[src/rtl/evsched_pkg.sv]
package evsched_pkg;
    localparam int NCH = 32;
    localparam int NEV = 48;
    localparam int PW  = 3;
    localparam int CHW = $clog2(NCH);
    localparam int EVW = $clog2(NEV);
    localparam int AW  = (EVW > CHW) ? EVW : CHW;

    typedef logic [PW-1:0]          prio_t;
    typedef logic [NCH-1:0]         chmask_t;
    typedef logic [CHW-1:0]         ch_t;
    typedef logic [NCH-1:0][PW-1:0] prio_vec_t;

    typedef enum logic [1:0] {
        CFG_MAP  = 2'd0,
        CFG_PRIO = 2'd1,
        CFG_EN   = 2'd2
    } cfg_kind_e;

    typedef enum logic [1:0] {
        ST_IDLE   = 2'd0,
        ST_SWITCH = 2'd1,
        ST_RUN    = 2'd2
    } sched_st_e;

    typedef struct packed {
        logic  valid;
        ch_t   ch;
        prio_t prio;
    } pick_t;

    function automatic logic upper_level(prio_t p);
        return p[PW-1];
    endfunction

    function automatic chmask_t ch_onehot(ch_t c);
        return chmask_t'(1) << c;
    endfunction
endpackage

[src/rtl/evsched_router.sv]
module evsched_router
    import evsched_pkg::*;
(
    input  logic           clk,
    input  logic           rst,
    input  logic           cfg_we,
    input  cfg_kind_e      cfg_kind,
    input  logic [AW-1:0]  cfg_addr,
    input  chmask_t        cfg_wdata,
    input  logic [NEV-1:0] evt_in,
    output chmask_t        trig
);
    chmask_t        map_q [NEV];
    logic [NEV-1:0] evt_q;
    logic [NEV-1:0] rise;

    assign rise = evt_in & ~evt_q;

    always_ff @(posedge clk) begin
        if (rst) begin
            evt_q <= '0;
            for (int e = 0; e < NEV; e++) map_q[e] <= '0;
        end else begin
            evt_q <= evt_in;
            if (cfg_we && cfg_kind == CFG_MAP && int'(cfg_addr) < NEV)
                map_q[cfg_addr] <= cfg_wdata;
        end
    end

    always_comb begin
        trig = '0;
        for (int e = 0; e < NEV; e++)
            if (rise[e]) trig = trig | map_q[e];
    end


    held_level_chk: assert property (@(posedge clk) disable iff (rst)
        (evt_in != '0) |=> ((rise & $past(evt_in)) == '0));
endmodule

[src/rtl/evsched_chtab.sv]
module evsched_chtab
    import evsched_pkg::*;
(
    input  logic          clk,
    input  logic          rst,
    input  logic          cfg_we,
    input  cfg_kind_e     cfg_kind,
    input  logic [AW-1:0] cfg_addr,
    input  chmask_t       cfg_wdata,
    input  chmask_t       trig,
    input  chmask_t       clr,
    output prio_vec_t     prio_vec,
    output chmask_t       ready
);
    chmask_t   en_q;
    chmask_t   pend_q;
    prio_vec_t prio_q;

    always_ff @(posedge clk) begin
        if (rst) begin
            en_q   <= '0;
            pend_q <= '0;
            prio_q <= '0;
        end else begin
            pend_q <= (pend_q & ~clr) | (trig & en_q);
            if (cfg_we && cfg_kind == CFG_EN)
                en_q <= cfg_wdata;
            if (cfg_we && cfg_kind == CFG_PRIO && int'(cfg_addr) < NCH)
                prio_q[cfg_addr[CHW-1:0]] <= cfg_wdata[PW-1:0];
        end
    end

    for (genvar i = 0; i < NCH; i++) begin : g_rdy
        assign ready[i] = pend_q[i] && (prio_q[i] != '0);
    end

    assign prio_vec = prio_q;


    en_gate_chk: assert property (@(posedge clk) disable iff (rst)
        1'b1 |=> ((pend_q & ~$past(pend_q) & ~$past(en_q)) == '0));
endmodule

[src/rtl/evsched_pick.sv]
module evsched_pick
    import evsched_pkg::*;
(
    input  logic      clk,
    input  logic      rst,
    input  chmask_t   cand,
    input  prio_vec_t prio_vec,
    output pick_t     pick
);
    always_comb begin
        pick = '0;
        for (int i = NCH - 1; i >= 0; i--) begin
            if (cand[i] && (!pick.valid || prio_vec[i] >= pick.prio)) begin
                pick.valid = 1'b1;
                pick.ch    = ch_t'(i);
                pick.prio  = prio_vec[i];
            end
        end
    end

    always_ff @(posedge clk) begin
        if (!rst && pick.valid) begin
            for (int i = 0; i < NCH; i++) begin
                if (cand[i]) begin

                    best_prio_chk: assert (prio_vec[i] <= pick.prio);

                    low_index_chk: assert (prio_vec[i] != pick.prio || i >= int'(pick.ch));
                end
            end
        end
    end
endmodule

[src/rtl/evsched_top.sv]
module evsched_top
    import evsched_pkg::*;
(
    input  logic           clk,
    input  logic           rst,
    input  logic           cfg_we,
    input  logic [1:0]     cfg_kind,
    input  logic [AW-1:0]  cfg_addr,
    input  logic [NCH-1:0] cfg_wdata,
    input  logic [NEV-1:0] evt_in,
    output logic           sw_req,
    output logic [CHW-1:0] sw_ch,
    input  logic           sw_ack,
    output logic           run_valid,
    output logic [CHW-1:0] run_ch,
    input  logic           done_valid,
    input  logic [CHW-1:0] done_ch
);
    sched_st_e st_q;
    ch_t       sw_ch_q;
    ch_t       run_ch_q;
    chmask_t   trig;
    chmask_t   clr;
    chmask_t   ready;
    chmask_t   cand;
    prio_vec_t prio_vec;
    pick_t     pick;
    cfg_kind_e kind;
    logic      done_hit;
    logic      preempt;

    assign kind = cfg_kind_e'(cfg_kind);

    evsched_router u_router (
        .clk       (clk),
        .rst       (rst),
        .cfg_we    (cfg_we),
        .cfg_kind  (kind),
        .cfg_addr  (cfg_addr),
        .cfg_wdata (cfg_wdata),
        .evt_in    (evt_in),
        .trig      (trig)
    );

    evsched_chtab u_chtab (
        .clk       (clk),
        .rst       (rst),
        .cfg_we    (cfg_we),
        .cfg_kind  (kind),
        .cfg_addr  (cfg_addr),
        .cfg_wdata (cfg_wdata),
        .trig      (trig),
        .clr       (clr),
        .prio_vec  (prio_vec),
        .ready     (ready)
    );

    assign cand = (st_q == ST_RUN) ? (ready & ~ch_onehot(run_ch_q)) : ready;

    evsched_pick u_pick (
        .clk      (clk),
        .rst      (rst),
        .cand     (cand),
        .prio_vec (prio_vec),
        .pick     (pick)
    );

    assign done_hit = (st_q == ST_RUN) && done_valid && (done_ch == run_ch_q);
    assign clr      = done_hit ? ch_onehot(run_ch_q) : '0;
    assign preempt  = (st_q == ST_RUN) && !done_hit && pick.valid &&
                      upper_level(pick.prio) && !upper_level(prio_vec[run_ch_q]);

    always_ff @(posedge clk) begin
        if (rst) begin
            st_q     <= ST_IDLE;
            sw_ch_q  <= '0;
            run_ch_q <= '0;
        end else begin
            unique case (st_q)
                ST_IDLE: if (pick.valid) begin
                    st_q    <= ST_SWITCH;
                    sw_ch_q <= pick.ch;
                end
                ST_SWITCH: if (sw_ack) begin
                    st_q     <= ST_RUN;
                    run_ch_q <= sw_ch_q;
                end
                ST_RUN: if (done_hit) begin
                    st_q <= ST_IDLE;
                end else if (preempt) begin
                    st_q    <= ST_SWITCH;
                    sw_ch_q <= pick.ch;
                end
                default: st_q <= ST_IDLE;
            endcase
        end
    end

    assign sw_req    = (st_q == ST_SWITCH);
    assign sw_ch     = sw_ch_q;
    assign run_valid = (st_q == ST_RUN);
    assign run_ch    = run_ch_q;


    excl_chk: assert property (@(posedge clk) disable iff (rst)
        !(sw_req && run_valid));

    req_hold_chk: assert property (@(posedge clk) disable iff (rst)
        (sw_req && !sw_ack) |=> (sw_req && $stable(sw_ch)));

    ack_run_chk: assert property (@(posedge clk) disable iff (rst)
        (sw_req && sw_ack) |=> (run_valid && !sw_req && run_ch == $past(sw_ch)));

    upper_keep_chk: assert property (@(posedge clk) disable iff (rst)
        (run_valid && upper_level(prio_vec[run_ch]) && !(done_valid && done_ch == run_ch))
        |=> !sw_req);

    done_end_chk: assert property (@(posedge clk) disable iff (rst)
        (run_valid && done_valid && done_ch == run_ch) |=> !run_valid);

    stray_done_chk: assert property (@(posedge clk) disable iff (rst)
        (run_valid && !(done_valid && done_ch == run_ch) && !preempt) |=> run_valid);
endmodule

[config.mk]
export PLATFORM = sky130hd
export DESIGN_NAME = evsched_top
export DESIGN_NICKNAME = d
export VERILOG_FILES = /design/src/rtl/evsched_pkg.sv /design/src/rtl/evsched_router.sv /design/src/rtl/evsched_chtab.sv /design/src/rtl/evsched_pick.sv /design/src/rtl/evsched_top.sv
export SDC_FILE = /design/constraint.sdc
export NUM_CORES = 2
export LEC_CHECK = 0
export ABC_AREA = 1
export BUFFER_PORTS_ARGS = -buffer_cell sky130_fd_sc_hd__buf_2
export CAP_MARGIN = 20
export CELL_PAD_IN_SITES_DETAIL_PLACEMENT = 1
export CELL_PAD_IN_SITES_GLOBAL_PLACEMENT = 1
export CORE_MARGIN = 5
export CORE_UTILIZATION = 55
export CTS_BUF_LIST = sky130_fd_sc_hd__clkbuf_4 sky130_fd_sc_hd__clkbuf_8 sky130_fd_sc_hd__clkbuf_16
export CTS_CLUSTER_DIAMETER = 200
export DETAILED_ROUTE_END_ITERATION = 12
export PLACE_DENSITY_LB_ADDON = 0.15
export SETUP_SLACK_MARGIN = 0.4
export SYNTH_ARGS = -nofsm -noshare
export SYNTH_HDL_FRONTEND = slang
export SYNTH_SLANG_ARGS = --single-unit
[constraint.sdc]
create_clock -name clk -period 46.6 [get_ports clk]
set_input_delay 4.66 -clock clk [delete_from_list [all_inputs] [get_ports clk]]
set_output_delay 4.66 -clock clk [all_outputs]
set_load 0.005 [all_outputs]
==> flow_summary.json <==
{
  "slowest_stage": "nor2_4",
  "synthTopCellsByArea": "edfxtp_1 60%, nor2_1 8.7%, dfxtp_1 5.7%",
  "drive_gt1_share_pct": 11.66,
  "hp-class": "flip-flop to flip-flop",
  "final_area_um2": 85470,
  "fin_crit_ns": 35.35,
  "p_comb_share_pct": 6.9,
  "r2r_setup_slack_ns": 11.25,
  "grt_pass1_wl_mm": 433.6,
  "drv_cap": 0,
  "clk_pin_slew_ns": 0.06,
  "avgSynthCellArea_um2": 10.48,
  "dp_hpwl_mm": 186.5,
  "skew_ns": 0.04747,
  "ir_drop_uv": 35.36,
  "netlist_instances": 7311,
  "slowest_delay_ns": 0.50,
  "synth-async-reset-ratio_pct": 0,
  "wl_per_cell_um": 32.51,
  "synth_common_cells": "1783 x nor2_1, 1536 x edfxtp_1, 793 x inv_1",
  "portBuffers": 109,
  "fin_setup_tns_ns": 0,
  "grt-ovfl-total": 0,
  "crit_type": "flip-flop to flip-flop",
  "reg2reg_depth": 307,
  "grt_pass1_vias": 63088,
  "hold_depth": 2,
  "gp_congestion": 0.9854,
  "synth-seq-cells": 1756,
  "wirelength_mm": 303.7,
  "post_cts_buffers": 0,
  "die-area_um2": 146900,
  "htree_levels": 4,
  "synth_top_cell_by_area": "edfxtp_1",
  "cp_common_cell": "nand2_1",
  "antenna_found_initial": 22,
  "syn_nets": 7478,
  "hold_viol_final": 0,
  "setup_viol": 0,
  "via_per_inst": 6.586,
  "drc": 0,
  "placed_area_um2": 79160,
  "timing.final.crit_share_pct": 75.85,
  "grt_usage_pct": 40.78,
  "start_kind": "flip-flop",
  "clk_path_buf_depth": 3,
  "chipHeight_um": 383.3,
  "start_util_pct": 55.12,
  "synth_cell_types": 58,
  "first_pass_iters": 7,
  "yosysMostFrequentCell": "nor2_1",
  "synth_top_area_share_pct": 60.19,
  "hp-start": "u_chtab.en_q[5]$_SDFFE_PP0P_",
  "tightest_slew_ns": 1.517,
  "min_to": "u_chtab.en_q[5]$_SDFFE_PP0P_",
  "cts_made_buffers": 184,
  "num_vias": 61519,
  "io_pins": 110,
  "seqPwrFrac_pct": 50.6,
  "core_area_um2": 139000,
  "power_frac_clock_pct": 42.5,
  "violations": "slew limit",
  "p_per_area_nw_per_um2": 41.85,
  "cts_root_buf": "clkbuf_16",
  "grt_max_degree": 80,
  "slew_viol_final": 2,
  "synth-main-ff-cell": "edfxtp_1",
  "die_w_um": 383.3,
  "drt_iter0_markers": 8900,
  "cts_resized": 0,
  "rsz0062_at_grt": "false",
  "arrival_ns": 36.07,
  "holdBufCountCts": 0,
  "clock-sinks": 1756,
  "rr_startpoint": "st_q[1]$_SDFFE_PP0P_",
  "drtAntennaViolNets": 0,
  "layout.nets": 7465,
  "syn_to_final_growth_pct": 11.53,
  "fillers": 14593,
  "clk_latency_ns": 0.87,
  "crit_path_end_kind": "flip-flop",
  "rows": 137,
  "slew_headroom_pct": -1.113,
  "required_ns": 47.33,
  "p_sw_share_pct": 24.37,
  "r2r-end": "sw_ch[3]$_SDFFE_PP0P_",
  "intPower_uw": 2705,
  "fmax_mhz": 28.29,
  "leakage_uw": 0.03344,
  "switchingPower_uw": 871.6,
  "synth_edf_count": 1536,
  "tritoncts": "done",
  "yosysWarnings": 0,
  "path_max_fanout": 19,
  "yosysSeqAreaShare_pct": 65.94,
  "synth_area_um2": 76630,
  "status": "finished with violations"
}
state kept, by name (all words and copies together) (netlist names):
signal	count
st_q	2
u_chtab.prio_vec	96
u_router.map_q	1536
run_ch	5
sw_ch	5
u_chtab.en_q	32
u_chtab.pend_q	32
u_router.evt_q	48
per-layer routing:
metal	part of all wire [%]	GRT usage [%]	up-vias	wire length, um
li1	-	-	25020	-
met1	35	51.72	30814	106400
met2	45	62.36	4606	135600
met3	14	13.16	1065	42130
met4	6.4	22.35	14	19320
met5	0.071	1.124	-	215
through the flow:
step	std cells	hold slack, ns	util [%]	worst slack (ns)	power [uW]
2_1_floorplan	7311	0.4201	-	17.06	1942
3_3_place_gp	8976	0.4340	56.91	12.92	2056
3_5_place_dp	8980	0.4400	56.95	11.54	2069
4_1_cts	9321	0.4491	61.38	11.37	3561
5_1_grt	9330	0.4672	61.46	6.885	3653
6_report	9341	0.4483	61.48	11.25	3577
critical path, delay by kind of cell, from the launching register on:
kind / cells / cell delay [ns]
AND/OR/NAND/NOR: 158 / 13.27
AO/OA/AOI/OAI: 67 / 9.48
flip-flops: 1 / 0.34
adder cells (fa/ha/maj): 31 / 8.91
buffers and inverters: 51 / 3.06
kinds of logic after synthesis:
group | after synthesis | share of synthesized area [%]
and+or+nand+nor | 2699 | 14.42
AOI/OAI and AO/OA | 1452 | 11.83
buffers and inverters | 1330 | 6.632
DFF | 1756 | 65.94
xor gates and xnor gates | 5 | 0.05714
adders and majority gates | 69 | 1.127
cells in the final DEF (no fill, tap or decap), types with 7 or more instances in the layout:
cell type and n:
edfxtp_1 1536, nand3_2 20, a221oi_1 155, nor3_1 14
nand2_4 21, bufinv_16 13, or2_2 25, buf_4 193
nand2_2 75, clkinv_2 26, a21oi_1 394, nand2_1 583
clkbuf_16 192, inv_2 48, nor2_1 1750, o31ai_1 19
o21ai_0 575, o2111ai_1 13, dfxtp_1 220, a211oi_1 12
ha_1 69, clkbuf_8 13, nor2_4 11, clkbuf_4 61
diode_2 12, clkinv_1 38, o211ai_1 8, a2111oi_0 7
o22ai_1 51, buf_2 109, o221ai_1 8, a221o_1 156
nand3_1 79, inv_1 763, nand4_1 54, nor2_2 37
nor4_1 19, a22o_1 22
area by class of cell:
class / instances / area (um2) / share of cell area [%]
Multi-Input combinational cell: 4225 / 21160 / 24.76
Antenna cell: 12 / 30.03 / 0.03514
Sequential cell: 1756 / 50530 / 59.12
Tap cell: 1876 / 2347 / 2.746
Timing Repair Buffer: 310 / 2125 / 2.486
Clock inverter: 78 / 744.5 / 0.8711
Inverter: 821 / 3109 / 3.638
Clock buffer: 263 / 5419 / 6.340
worst max path at each step:
stage	from	to	slack, ns	depth (start not counted)
final	st_q[1]$_SDFFE_PP0P_	sw_ch[3]$_SDFFE_PP0P_	11.25	307
after global placement	st_q[1]$_SDFFE_PP0P_	sw_ch[0]$_SDFFE_PP0P_	12.92	303
after floorplan	run_ch[1]$_SDFFE_PP0P_	sw_ch[3]$_SDFFE_PP0P_	17.06	306
after global routing	st_q[1]$_SDFFE_PP0P_	sw_ch[2]$_SDFFE_PP0P_	6.89	304
after detailed placement	st_q[1]$_SDFFE_PP0P_	sw_ch[3]$_SDFFE_PP0P_	11.54	307
after CTS	st_q[1]$_SDFFE_PP0P_	sw_ch[3]$_SDFFE_PP0P_	11.37	307
power by group through the flow:
stage | clock network [uW] | logic (uW) | registers, uW
floorplan | 0 | 113 | 1830
global placement | 0 | 223 | 1830
detailed placement | 0 | 229 | 1840
CTS | 1520 | 232 | 1810
global route | 1590 | 247 | 1810
finish | 1520 | 247 | 1810
(Power assumes the default switching activity.)
